===== config.mk =====
export PLATFORM = sky130hd
export DESIGN_NAME = pwsense_reader
export DESIGN_NICKNAME = d
export VERILOG_FILES = /design/src/rtl/pwsense_pkg.sv /design/src/rtl/pws_sync_edge.sv /design/src/rtl/pws_tick_timer.sv /design/src/rtl/pws_span_calc.sv /design/src/rtl/pwsense_reader.sv
export SDC_FILE = /design/constraint.sdc
export NUM_CORES = 1
export LEC_CHECK = 0
export BUFFER_PORTS_ARGS = -buffer_cell sky130_fd_sc_hd__buf_2
export CORE_MARGIN = 10
export CORE_UTILIZATION = 62
export CTS_CLUSTER_DIAMETER = 150
export DETAILED_ROUTE_END_ITERATION = 8
export GPL_ROUTABILITY_DRIVEN = 0
export PLACE_DENSITY = 0.86
export REMOVE_ABC_BUFFERS = 1
export SYNTH_ARGS = -nofsm -noshare
export SYNTH_HDL_FRONTEND = slang
export SYNTH_HIERARCHICAL = 1
export SYNTH_SLANG_ARGS = --single-unit
export TNS_END_PERCENT = 30

===== constraint.sdc =====
create_clock -name clk -period 2.4 [get_ports clk]
set_input_delay 0.36 -clock clk [delete_from_list [all_inputs] [get_ports clk]]
set_output_delay 0.36 -clock clk [all_outputs]
set_load 0.02 [all_outputs]

===== src/rtl/pwsense_pkg.sv =====
package pwsense_pkg;

    // Timestamp and duration width is fixed by the capture format.
    localparam int TS_W = 16;

    typedef logic [TS_W-1:0] stamp_t;

    typedef enum logic [2:0] {
        PH_IDLE,
        PH_DRIVE,
        PH_SETTLE,
        PH_CAPTURE,
        PH_PUBLISH
    } phase_e;

    typedef struct packed {
        stamp_t hi;
        stamp_t lo;
    } chan_span_t;

    // Modulo-2^16 interval between two stamps.
    function automatic stamp_t span(input stamp_t later, input stamp_t earlier);
        return later - earlier;
    endfunction

endpackage


===== src/rtl/pws_sync_edge.sv =====
module pws_sync_edge #(
    parameter int STAGES = 2
) (
    input  logic clk,
    input  logic rst,
    input  logic din,
    output logic toggled
);
    logic [STAGES-1:0] chain;
    logic              last;

    // Reset to the pulled-up idle level so no edge appears after reset.
    always_ff @(posedge clk) begin
        if (rst) begin
            chain <= '1;
            last  <= 1'b1;
        end else begin
            chain <= {chain[STAGES-2:0], din};
            last  <= chain[STAGES-1];
        end
    end

    assign toggled = chain[STAGES-1] ^ last;
endmodule


===== src/rtl/pws_tick_timer.sv =====
module pws_tick_timer
    import pwsense_pkg::*;
#(
    parameter int TICK_DIV = 1
) (
    input  logic   clk,
    input  logic   rst,
    input  logic   run,
    output logic   tick,
    output stamp_t count
);
    localparam int DIV_W = $clog2(TICK_DIV > 1 ? TICK_DIV : 2);

    generate
        if (TICK_DIV <= 1) begin : g_direct
            assign tick = run;
        end else begin : g_prescale
            logic [DIV_W-1:0] pre;
            always_ff @(posedge clk) begin
                if (rst || !run)
                    pre <= '0;
                else if (pre == DIV_W'(TICK_DIV - 1))
                    pre <= '0;
                else
                    pre <= pre + 1'b1;
            end
            assign tick = run && (pre == DIV_W'(TICK_DIV - 1));
        end
    endgenerate

    // Held at zero while stopped, so arming always starts from zero.
    always_ff @(posedge clk) begin
        if (rst || !run)
            count <= '0;
        else if (tick)
            count <= count + 1'b1;
    end
endmodule


===== src/rtl/pws_span_calc.sv =====
module pws_span_calc
    import pwsense_pkg::*;
#(
    parameter int CHANNELS = 4,
    localparam int NUM_TS  = 2 * CHANNELS + 3
) (
    input  stamp_t     stamps [NUM_TS],
    output chan_span_t spans  [CHANNELS]
);
    // Entries 0 and 1 (arming, marker start) are not part of any channel.
    generate
        for (genvar c = 0; c < CHANNELS; c++) begin : g_chan
            assign spans[c].hi = span(stamps[2*c+3], stamps[2*c+2]);
            assign spans[c].lo = span(stamps[2*c+4], stamps[2*c+3]);
        end
    endgenerate
endmodule


===== src/rtl/pwsense_reader.sv =====
module pwsense_reader
    import pwsense_pkg::*;
#(
    parameter int CHANNELS      = 4,
    parameter int TICK_DIV      = 1,
    parameter int DRIVE_CYC     = 100,
    parameter int SETTLE_CYC    = 100,
    parameter int TIMEOUT_TICKS = 60000,
    parameter int SYNC_STAGES   = 2
) (
    input  logic                     clk,
    input  logic                     rst,
    input  logic                     start,
    output logic                     busy,
    output logic                     done,
    output logic                     err,
    output logic                     line_pull_low,
    input  logic                     line_in,
    output logic [CHANNELS*TS_W-1:0] high_ticks,
    output logic [CHANNELS*TS_W-1:0] low_ticks
);
    localparam int NUM_TS = 2 * CHANNELS + 3;
    localparam int IDX_W  = $clog2(NUM_TS + 1);
    localparam int PH_MAX = (DRIVE_CYC > SETTLE_CYC) ? DRIVE_CYC : SETTLE_CYC;
    localparam int PH_W   = $clog2(PH_MAX + 1);
    localparam int QT_W   = $clog2(TIMEOUT_TICKS + 1);

    phase_e           st;
    logic [PH_W-1:0]  ph_cnt;
    logic [IDX_W-1:0] idx;
    logic [QT_W-1:0]  quiet;
    logic             pull_q;
    logic             done_q;
    logic             err_q;
    logic             line_edge;
    logic             tick;
    stamp_t           now;
    stamp_t           stamps [NUM_TS];
    chan_span_t       spans  [CHANNELS];
    logic [CHANNELS*TS_W-1:0] hi_q;
    logic [CHANNELS*TS_W-1:0] lo_q;

    pws_sync_edge #(.STAGES(SYNC_STAGES)) u_sync (
        .clk     (clk),
        .rst     (rst),
        .din     (line_in),
        .toggled (line_edge)
    );

    pws_tick_timer #(.TICK_DIV(TICK_DIV)) u_timer (
        .clk   (clk),
        .rst   (rst),
        .run   (st == PH_CAPTURE),
        .tick  (tick),
        .count (now)
    );

    pws_span_calc #(.CHANNELS(CHANNELS)) u_calc (
        .stamps (stamps),
        .spans  (spans)
    );

    // Timestamp buffer: wiped on every accepted start, so entry 0 is the
    // zero the counter holds at arming.
    always_ff @(posedge clk) begin
        if (rst || (st == PH_IDLE && start)) begin
            for (int i = 0; i < NUM_TS; i++)
                stamps[i] <= '0;
        end else if (st == PH_CAPTURE && line_edge) begin
            stamps[idx] <= now;
        end
    end

    always_ff @(posedge clk) begin
        if (rst) begin
            st     <= PH_IDLE;
            ph_cnt <= '0;
            idx    <= '0;
            quiet  <= '0;
            pull_q <= 1'b0;
            done_q <= 1'b0;
            err_q  <= 1'b0;
            hi_q   <= '0;
            lo_q   <= '0;
        end else begin
            done_q <= 1'b0;
            unique case (st)
                PH_IDLE: begin
                    if (start) begin
                        st     <= PH_DRIVE;
                        ph_cnt <= '0;
                        pull_q <= 1'b1;
                    end
                end
                PH_DRIVE: begin
                    if (ph_cnt == PH_W'(DRIVE_CYC - 1)) begin
                        st     <= PH_SETTLE;
                        ph_cnt <= '0;
                        pull_q <= 1'b0;
                    end else begin
                        ph_cnt <= ph_cnt + 1'b1;
                    end
                end
                PH_SETTLE: begin
                    if (ph_cnt == PH_W'(SETTLE_CYC - 1)) begin
                        st    <= PH_CAPTURE;
                        idx   <= IDX_W'(1);
                        quiet <= '0;
                    end else begin
                        ph_cnt <= ph_cnt + 1'b1;
                    end
                end
                PH_CAPTURE: begin
                    if (line_edge) begin
                        quiet <= '0;
                        idx   <= idx + 1'b1;
                        if (idx == IDX_W'(NUM_TS - 1))
                            st <= PH_PUBLISH;
                    end else if (tick) begin
                        if (quiet == QT_W'(TIMEOUT_TICKS - 1)) begin
                            st     <= PH_IDLE;
                            done_q <= 1'b1;
                            err_q  <= 1'b1;
                        end else begin
                            quiet <= quiet + 1'b1;
                        end
                    end
                end
                PH_PUBLISH: begin
                    for (int c = 0; c < CHANNELS; c++) begin
                        hi_q[c*TS_W +: TS_W] <= spans[c].hi;
                        lo_q[c*TS_W +: TS_W] <= spans[c].lo;
                    end
                    done_q <= 1'b1;
                    err_q  <= 1'b0;
                    st     <= PH_IDLE;
                end
                default: st <= PH_IDLE;
            endcase
        end
    end

    assign busy          = (st != PH_IDLE);
    assign done          = done_q;
    assign err           = err_q;
    assign line_pull_low = pull_q;
    assign high_ticks    = hi_q;
    assign low_ticks     = lo_q;
endmodule


* Word-level counts from Yosys, hierarchy flattened
Index checks and enable logic that the tools add are counted.
** Operators by class
- $add $sub $neg :: 12
- Order comparisons :: 2
- Eq/ne operators :: 17
- Mux-type cells :: 30
- Bitwise gates (word level) :: 2
- Reduce and logical (&&, ||, !) cells :: 18
** Operators with widths (number)
- $bwmux W176 :: 1
- $sub A16 B16 Y16 :: 8
- $demux W16 S4 :: 1
- $mux W16 :: 4
- $add A16 B1 Y16 const B :: 2
- $pmux W16 S2 :: 1
- $mux W7 :: 3
- $pmux W7 S3 :: 1
- $mux W3 :: 6
- $eq A16 B16 Y1 const B :: 1
- $reduce_and A3 Y1 :: 5
- $ne A2 B2 Y1 const B :: 7
- $pmux W3 S4 :: 1
- $ne A3 B3 Y1 const B :: 3
- $mux W4 :: 2
- $pmux W4 S2 :: 1
- $add A7 B1 Y7 const B :: 1
- $eq A7 B7 Y1 const B :: 1
- $eq A3 B2 Y1 const B :: 2
- $mux W1 :: 6
- $pmux W1 S2 :: 3
- $reduce_bool A2 Y1 :: 3
- $reduce_bool A3 Y1 :: 2
- $ge A5 B5 Y1 const B :: 1
- 12 further kinds :: 15
** Storage, ports and cells
- Register bits after elaboration :: 356
- Input bits :: 4
- Word-level logic and storage cells :: 104

* Depth between registers and ports, before layout
Gate-level depths: netlist of run 1.
- Depth after elaboration :: 6
- Gate-level depth with buffers :: 11

* Hierarchy
Netlist of run 1, hierarchy kept.
** By module, submodules not included
- pwsense_reader :: instances 1, cells each 1583, area an instance 12446.9 um^2, sequential area each 6746.5 um^2
- pws_span_calc :: instances 1, cells each 917, area an instance 6232.2 um^2, sequential area each 0.0 um^2
- pws_tick_timer :: instances 1, cells each 79, area an instance 730.7 um^2, sequential area each 320.3 um^2
- pws_sync_edge :: instances 1, cells each 7, area an instance 87.6 um^2, sequential area each 60.1 um^2

* Worst setup path after synthesis of run 1
No wires, ideal clock.
- Path kind :: register -> register
- Start :: register stamps[0] (netlist name)
- End :: register lo_q[62], in the netlist low_ticks[62]
- Setup time :: 0.070 ns
- Data arrival time :: 2.057 ns
- Setup slack :: 0.273 ns
- Cell stages (with the launch flop) :: 12
- Buffers on the path :: 0
- Period minus slack after synthesis :: 2.127 ns
- Cells stage by stage :: dfxtp_1 inv_1 ha_1 fa_1 nor2b_1 o2111ai_1 nand2_1 a211oi_2 o311a_1 a221oi_2 nand2_1 a21oi_1
** RTL lines
- from (decl) :: line pwsense_reader.sv:38 : stamp_t stamps [NUM_TS];
- from (signal, indexed assignment) :: line pwsense_reader.sv:70 : stamps[idx] <= now;
- to (signal, indexed assignment) :: line pwsense_reader.sv:132 : lo_q[c*TS_W +: TS_W] <= spans[c].lo;
- to (decl) :: line pwsense_reader.sv:41 : logic [CHANNELS*TS_W-1:0] lo_q;

==> results of run 1 <==
cells in the final DEF (no fill, tap or decap), drive strengths merged, types with 5 or more instances in the layout:
| cell | instances |
|---|---|
| o21bai | 6 |
| and2 | 10 |
| and3 | 12 |
| nor2 | 117 |
| nand3 | 157 |
| o31a | 8 |
| nor3 | 36 |
| ha | 127 |
| xor2 | 37 |
| xnor2 | 88 |
| a21oi | 385 |
| dfxtp | 324 |
| a31o | 6 |
| nand4 | 14 |
| or3 | 6 |
| o2111ai | 5 |
| nand2 | 516 |
| a311oi | 6 |
| o21ai | 60 |
| clkbuf | 56 |
| a211oi | 17 |
| nor2b | 15 |
| o211ai | 12 |
| nor4 | 11 |
| a2111oi | 5 |
| a21o | 36 |
| buf | 185 |
| inv | 177 |
| nand2b | 12 |
| fa | 8 |
| o21a | 20 |
| o31ai | 9 |
| a31oi | 13 |
worst max-delay path, cell delays in order (launching register included):
cell	delay, ns
dfxtp_1	0.35
inv_1	0.06
ha_1	0.23
fa_2	0.37
nor2b_2	0.15
o211ai_1	0.17
a21oi_1	0.21
o21ai_0	0.18
o311ai_0	0.34
nand2_1	0.10
a21oi_1	0.13
where the power goes:
part / switching [W] / leakage [nW] / internal, W / total [W]
logic: 0.000480 / 5.19 / 0.000201 / 0.000681
clock network: 0.00224 / 0.565 / 0.00326 / 0.00550
registers: 0.0000452 / 2.61 / 0.00541 / 0.00546
total: 0.00277 / 8.37 / 0.00888 / 0.0116
flip-flops by register name, indices dropped and copies added, names as in the netlist:
signal	cells
done	1
err	1
high_ticks	64
idx	4
line_pull_low	1
low_ticks	64
ph_cnt	7
quiet	16
st	3
stamps	144
u_sync/chain	2
u_sync/last	1
u_timer/count	16
stage by stage:
stage	utilization, %	instances
after global routing	70.80	2948
after detailed placement	66.15	2883
final	70.80	2948
after CTS	70.07	2946
after floorplan	-	2310
after global placement	66.15	2883
area by class of cell:
class	count	share of cell area, %
clock inverter	7	0.4196
timing repair buffer	185	5.407
inverter	177	3.183
clock buffer	56	5.113
tap	390	2.338
multi-input combinational	1809	52.42
sequential	324	31.12
repair_timing:
action,in CTS,in global routing
buffers inserted,0,2
endpoints found under the setup margin,0,39
hold endpoints to repair,0,0
resized for setup,0,59
per-layer routing:
metal / wire length [um] / global-route usage (%) / vias to the layer above
met2: 24250 / 44.15 / 928
li1: - / - / 8485
met3: 5002 / 5.078 / 205
met4: 2205 / 11.03 / 0
met1: 21050 / 34.19 / 8230
met5: 0 / 0 / -
path summary, 6_finish.rpt:
kind                                   start                          end  slack (ns)
hold reg to reg   u_sync/chain[0]$_SDFF_PP1_   u_sync/chain[1]$_SDFF_PP1_        0.42
setup reg to reg     stamps[80]$_SDFFE_PP0P_  high_ticks[28]$_SDFFE_PP0P_        0.03
setup / recovery     stamps[80]$_SDFFE_PP0P_  high_ticks[28]$_SDFFE_PP0P_        0.03
hold / removal                       line_in   u_sync/chain[0]$_SDFF_PP1_        0.02
==> results.cfg, run 1 <==
[critical_path]
worstSetupPathType = flop to flop
end_kind = flop
r2r_cells = 10
path_max_fanout = 3
worstPathRequired_ns = 2.85
arrival_ns = 2.81
start_kind = flop

[sta]
holdWs_ns = 0.01833
fmax_mhz = 422.6
period_share_pct = 98.60
relSlewSlack_pct = 45.23
maxSlewViolCount = 0
setup_viol = 0
rsz0062_at_grt = true
min_period_ns = 2.366
hold_viol_final = 0
worst_slew_pin_slew_ns = 0.8215
fin_ws_ns = 0.03362
tns_ns = 0
skew_ns = 0.01476

[floorplan]
dieArea_um2 = 36980
initial_core_util_pct = 62.43
die_x_um = 192.3
fp-row-count = 63
io_pins = 136
die_h_um = 192.3
core_area_um2 = 29480

[cells_and_area]
drive_above_1_share_pct = 13.17
fillCellCount = 2258
syn_to_final_growth_pct = 13.42
final_nets = 2671
regArea_um2 = 6496
antenna_cells = 0
final_area_um2 = 20870
multi_input_area_um2 = 10940

[route]
ant_nets = 0
wire_per_inst_um = 17.81
via_per_inst = 6.054
wl_um = 52510
drc = 0
drt_iter0_drc = 1829
drtPass1Iterations = 7
vias = 17850

[global_route]
grt_pass1_vias = 16670
antenna_found_initial = 0
grt_pass1_wl_um = 83290
grtUsageTotal_pct = 26.92
grt_max_degree = 130
grt.overflow.total = 0

[clock_tree]
h-tree-depth = 2
cts_buffers = 35
clk_pin_slew_ns = 0.06
cts_hold_buf = 0
clk_latency_ns = 0.53
root_buffer = clkbuf_16
tritoncts = yes
cts_sinks = 324
cts_buffer_depth = 3

[hold_path]
min_path_cells = 2
hold_path.class = input pin to flop

[placed_design]
placed_area_um2 = 19500
dpl_worst_slack_ns = 0.03946
dp_hpwl_um = 35800
portBuffers = 135

[power]
peakVddDrop_v = 0.0004864
p_leak_nw = 8.368
powerDensity_nw_per_um2 = 557.9
finalPower_w = 0.01165

[synthesis]
yosysWarnings = 6
syn_inst = 2446
synth.avg_cell_area_um2 = 7.524
synth_area_um2 = 18400

[status]
status = finished, final reports clean

[flow_run]
drv_cap = 0
(Power assumes the default switching activity.)
==> inputs of run 2 (changes only) <==
--- a/config.mk
+++ b/config.mk
@@ -11,7 +11,7 @@
 export CTS_CLUSTER_DIAMETER = 150
 export DETAILED_ROUTE_END_ITERATION = 8
 export GPL_ROUTABILITY_DRIVEN = 0
-export PLACE_DENSITY = 0.86
+export PLACE_DENSITY = 0.8
 export REMOVE_ABC_BUFFERS = 1
 export SYNTH_ARGS = -nofsm -noshare
 export SYNTH_HDL_FRONTEND = slang
==> run 2 against run 1 <==
- maximum frequency increased by 2.8%
- core utilization increased by 1.0 points
- clock power increased by 9.5%
- count of clock-buffer cells in the layout decreased by 4
- largest cell class unchanged
- critical path type unchanged
- design area increased by 1.4%
==> results.cfg, run 2 (same netlist as run 1, synthesis figures left out) <==
[sta]
setup_viol = 0
fmax_mhz = 434.3
tns_ns = 0
hold_viol_final = 0
min_period_ns = 2.303
skew_ns = 0.01770
worst_slew_pin_slew_ns = 0.7638
rsz0062_at_grt = true
period_share_pct = 95.94
holdWs_ns = 0.01749
relSlewSlack_pct = 49.01
maxSlewViolCount = 0

[route]
ant_nets = 0
drc = 0
wl_um = 50750
via_per_inst = 5.929
drtPass1Iterations = 5
wire_per_inst_um = 17.13
vias = 17570
drt_iter0_drc = 1544

[clock_tree]
clk_latency_ns = 0.53
h-tree-depth = 2
cts_buffers = 37
root_buffer = clkbuf_16
cts_hold_buf = 0
tritoncts = yes
cts_buffer_depth = 3
clk_pin_slew_ns = 0.06
cts_sinks = 324

[floorplan]
io_pins = 136
dieArea_um2 = 36980
fp-row-count = 63
die_h_um = 192.3
die_x_um = 192.3
core_area_um2 = 29480
initial_core_util_pct = 62.43

[power]
internal_power_w = 0.009355
switchingPower_w = 0.002826
peakVddDrop_v = 0.0007034
swShare_pct = 23.20
pwr-share-seq_pct = 45.0
clockPowerShare_pct = 49.4
p_leak_nw = 8.532
power_frac_comb_pct = 5.6
powerDensity_nw_per_um2 = 575.4

[critical_path]
slowest_stage = dfxtp_1
critPathTopFamily = compound AO/OA/AOI/OAI gates
worstSetupPathType = flop to flop
path_buf_inv = 1
arrival_ns = 2.76
worstPathRequired_ns = 2.85
cpPeakStageDelay_ns = 0.42
start_kind = flop
rrSetupSlack_ns = 0.1
end_kind = flop
path_max_fanout = 4
worstPathCellList = inv_1 -> ha_1 -> nand2b_1 -> a21oi_2 -> o41ai_4 -> o31a_2 -> a21bo_1 -> xnor2_1 -> nand2_1 -> a21oi_1
crit_cells = 10
r2r_cells = 10

[placed_design]
dp_hpwl_um = 35300
placed_area_um2 = 19570
portBuffers = 135

[global_route]
grt_max_degree = 92
gr-usage-met3_pct = 3.632
grt_pass1_wl_um = 80810
grtUsageTotal_pct = 26.18
antenna_found_initial = 0
use_met2_pct = 43.10
grt_pass1_vias = 16350
busiest_layer = met2
grtUsageMet1_pct = 34.10
grt.overflow.total = 0

[status]
status = finished, final reports clean

[cells_and_area]
regArea_um2 = 6496
final_common_cell = nand2_1
syn_to_final_growth_pct = 15.02
mostFrequentLayoutCells = nand2_1, a21oi_1, dfxtp_1, inv_1, nand3_1
fillCellCount = 2322
antenna_cells = 0
final_nets = 2688
multi_input_area_um2 = 10970
final_area_um2 = 21170
drive_above_1_share_pct = 14.26
largest_reg_flops = 144
top_register = stamps

[flow_run]
drv_cap = 0

[hold_path]
hold_path.class = input pin to flop
min_path_cells = 2
[run 2: timing repair]
| item | 4_1_cts | 5_1_grt |
|---|---|---|
| hold endpoints to repair | 0 | 0 |
| pin swaps | 0 | 33 |
| endpoints found under the setup margin | 2 | 89 |
| resized for setup | 2 | 65 |
| setup buffers | 0 | 10 |
[run 2: final timing paths]
path                                                 start                          to
worst max-delay path               stamps[81]$_SDFFE_PP0P_  low_ticks[31]$_SDFFE_PP0P_
worst min-delay path                               line_in  u_sync/chain[0]$_SDFF_PP1_
worst max register to register     stamps[81]$_SDFFE_PP0P_  low_ticks[31]$_SDFFE_PP0P_
worst min register to register  u_sync/chain[0]$_SDFF_PP1_  u_sync/chain[1]$_SDFF_PP1_
[run 2: layout make-up]
| cell class | instances | area share (%) |
|---|---|---|
| inverters | 177 | 3.139 |
| clock inverters | 11 | 0.8807 |
| well taps | 390 | 2.305 |
| flip-flops and latches | 324 | 30.69 |
| multi-input cells | 1809 | 51.84 |
| repair buffers | 200 | 5.923 |
| clock buffers | 52 | 5.219 |
[run 2: through the flow]
stage / power (W) / setup WS (ns) / util (%) / std cells
global placement: 0.006235 / 0.07540 / 66.37 / 2890
CTS: 0.01223 / -0.002957 / 70.75 / 2953
floorplan: 0.005960 / -3.541 / - / 2310
finish: 0.01218 / 0.09740 / 71.80 / 2963
detailed placement: 0.006255 / 0.02611 / 66.37 / 2890
global route: 0.01250 / -0.09084 / 71.80 / 2963
[run 2: metal layers]
metal / vias to the layer above / part of all wire [%]
li1: 8514 / -
met1: 8239 / 43
met2: 683 / 46
met3: 131 / 7.7
met4: 0 / 3.5
met5: - / 0
[run 2: power groups by stage]
stage / sequential [W] / clock (W) / combinational (W)
finish: 0.00548 / 0.00602 / 0.000688
global route: 0.00548 / 0.00628 / 0.000742
CTS: 0.00547 / 0.00608 / 0.000674
floorplan: 0.00560 / 0 / 0.000363
global placement: 0.00559 / 0 / 0.000648
detailed placement: 0.00559 / 0 / 0.000663
==> inputs of run 3 (changes only) <==
--- a/config.mk
+++ b/config.mk
@@ -6,12 +6,11 @@
 export NUM_CORES = 1
 export LEC_CHECK = 0
 export BUFFER_PORTS_ARGS = -buffer_cell sky130_fd_sc_hd__buf_2
-export CORE_MARGIN = 10
-export CORE_UTILIZATION = 62
+export CORE_UTILIZATION = 40
 export CTS_CLUSTER_DIAMETER = 150
 export DETAILED_ROUTE_END_ITERATION = 8
 export GPL_ROUTABILITY_DRIVEN = 0
-export PLACE_DENSITY = 0.8
+export PLACE_DENSITY = 0.55
 export REMOVE_ABC_BUFFERS = 1
 export SYNTH_ARGS = -nofsm -noshare
 export SYNTH_HDL_FRONTEND = slang
==> run 3 against run 2 <==
- wire length up 3.2%
- register-to-register slack hardly changed
- sequential share of layout area fell by 0.49 points
- first-iteration DRC count shrank 38%
- sequential power about the same
- core utilization decreased by 24 points
- clock skew down 0.0066 ns
- critical path type unchanged
==> results.cfg, run 3 (same netlist as run 1, synthesis figures left out) <==
[status]
status = finished, final reports clean

[sta]
rsz0062_at_grt = true
tns_ns = 0
maxSlewViolCount = 0
worst_slew_pin_slew_ns = 0.7049
fmax_mhz = 435.4
skew_ns = 0.01108
setup_viol = 0
hold_viol_final = 0
relSlewSlack_pct = 52.94
period_share_pct = 95.70
holdWs_ns = 0.1487
min_period_ns = 2.297

[global_route]
grt_pass1_wl_um = 83770
use_met2_pct = 35.88
antenna_found_initial = 0
grt.overflow.total = 0
grt_pass1_vias = 15860
grtUsageMet1_pct = 30.13
grt_max_degree = 82
grtUsageTotal_pct = 22.02
busiest_layer = met2
gr-usage-met3_pct = 3.691

[route]
vias = 16780
via_per_inst = 5.265
wire_per_inst_um = 16.43
drt_iter0_drc = 953
wl_um = 52380
drtPass1Iterations = 5
drc = 0
ant_nets = 0

[critical_path]
worstPathRequired_ns = 2.89
arrival_ns = 2.78
end_kind = flop
start_kind = flop
r2r_cells = 10
worstSetupPathType = flop to flop
path_max_fanout = 3

[cells_and_area]
drive_above_1_share_pct = 14.03
fillCellCount = 4587
syn_to_final_growth_pct = 16.83
final_nets = 2696
multi_input_area_um2 = 10860
regArea_um2 = 6492
antenna_cells = 0
final_common_cell = nand2_1
mostFrequentLayoutCells = nand2_1, a21oi_1, dfxtp_1, inv_1, nand3_1
largest_reg_flops = 144
top_register = stamps

[clock_tree]
clk_pin_slew_ns = 0.06
h-tree-depth = 2
cts_buffers = 39
clk_latency_ns = 0.56
root_buffer = clkbuf_16
tritoncts = yes
cts_buffer_depth = 3
cts_sinks = 324

[floorplan]
dieArea_um2 = 46870
die_h_um = 216.5
initial_core_util_pct = 40.55
core_area_um2 = 45380
io_pins = 136
fp-row-count = 78
die_x_um = 216.5

[placed_design]
dp_hpwl_um = 37580
portBuffers = 135

[hold_path]
hold_path.class = input pin to flop
min_path_cells = 2

[power]
peakVddDrop_v = 0.0004705
p_leak_nw = 8.609
powerDensity_nw_per_um2 = 588.4

[flow_run]
drv_cap = 0
## run 3: changes by cell type in the layout (fill, tap and decap cells not counted), sizes merged
cell,change
buf,+5
clkbuf,+4
clkinv,+6
clkinvlp,-1
dlygate4sd3,+1
inv,-1
## run 3: power breakdown
part	leakage [nW]	switching (W)	internal, W
Combinational	5.29	0.000495	0.000213
Clock	0.711	0.00244	0.00405
Sequential	2.61	0.0000387	0.00542
## run 3: final timing paths
path,start,endpoint,slack (ns)
max,stamps[113]$_SDFFE_PP0P_,high_ticks[13]$_SDFFE_PP0P_,0.10
min,rst,high_ticks[0]$_SDFFE_PP0P_,0.15
max reg2reg,stamps[113]$_SDFFE_PP0P_,high_ticks[13]$_SDFFE_PP0P_,0.10
min reg2reg,u_sync/chain[0]$_SDFF_PP1_,u_sync/chain[1]$_SDFF_PP1_,0.41
## run 3: critical path, cell delays in order, from the launching register on
cell and delay [ns]:
dfxtp_1 0.34, buf_4 0.15, ha_1 0.26, nor2b_1 0.20
o2111ai_1 0.16, a311oi_1 0.46, a211o_1 0.21, a31oi_1 0.11
xnor2_1 0.16, nand2_1 0.06, a21oi_1 0.12
## run 3: stage by stage
step	setup WS, ns	total power, W	utilization (%)	cell area [um2]	std cells
after detailed placement	0.01482	0.006281	43.94	19940	3113
after CTS	0.01766	0.01282	47.09	21370	3185
after global routing	-0.03538	0.01314	47.38	21500	3187
after global placement	0.04431	0.006273	43.94	19940	3113
final	0.1033	0.01265	47.38	21500	3187
after floorplan	-3.541	0.005960	-	17870	2310
## run 3: area by class of cell
type                       instances  area share (%)
multi-input combinational       1809           50.51
sequential                       324           30.19
timing repair buffer             206           6.110
clock buffer                      56           5.639
tap                              600           3.491
inverter                         177           3.090
clock inverter                    15          0.9660
## run 3: timing repair
action / 4_1_cts / 5_1_grt
resized for setup: 1 / 38
pin swaps: 0 / 15
hold buffers: 1 / 0
endpoints found under the setup margin: 1 / 28
buffers inserted: 0 / 2
endpoints found under the hold margin: 1 / 0
## run 3: routing by layer
metal	up-vias	wire length (um)
met3	62	2427
met1	7821	24980
li1	8543	-
met4	0	926
met5	-	0
met2	353	24050
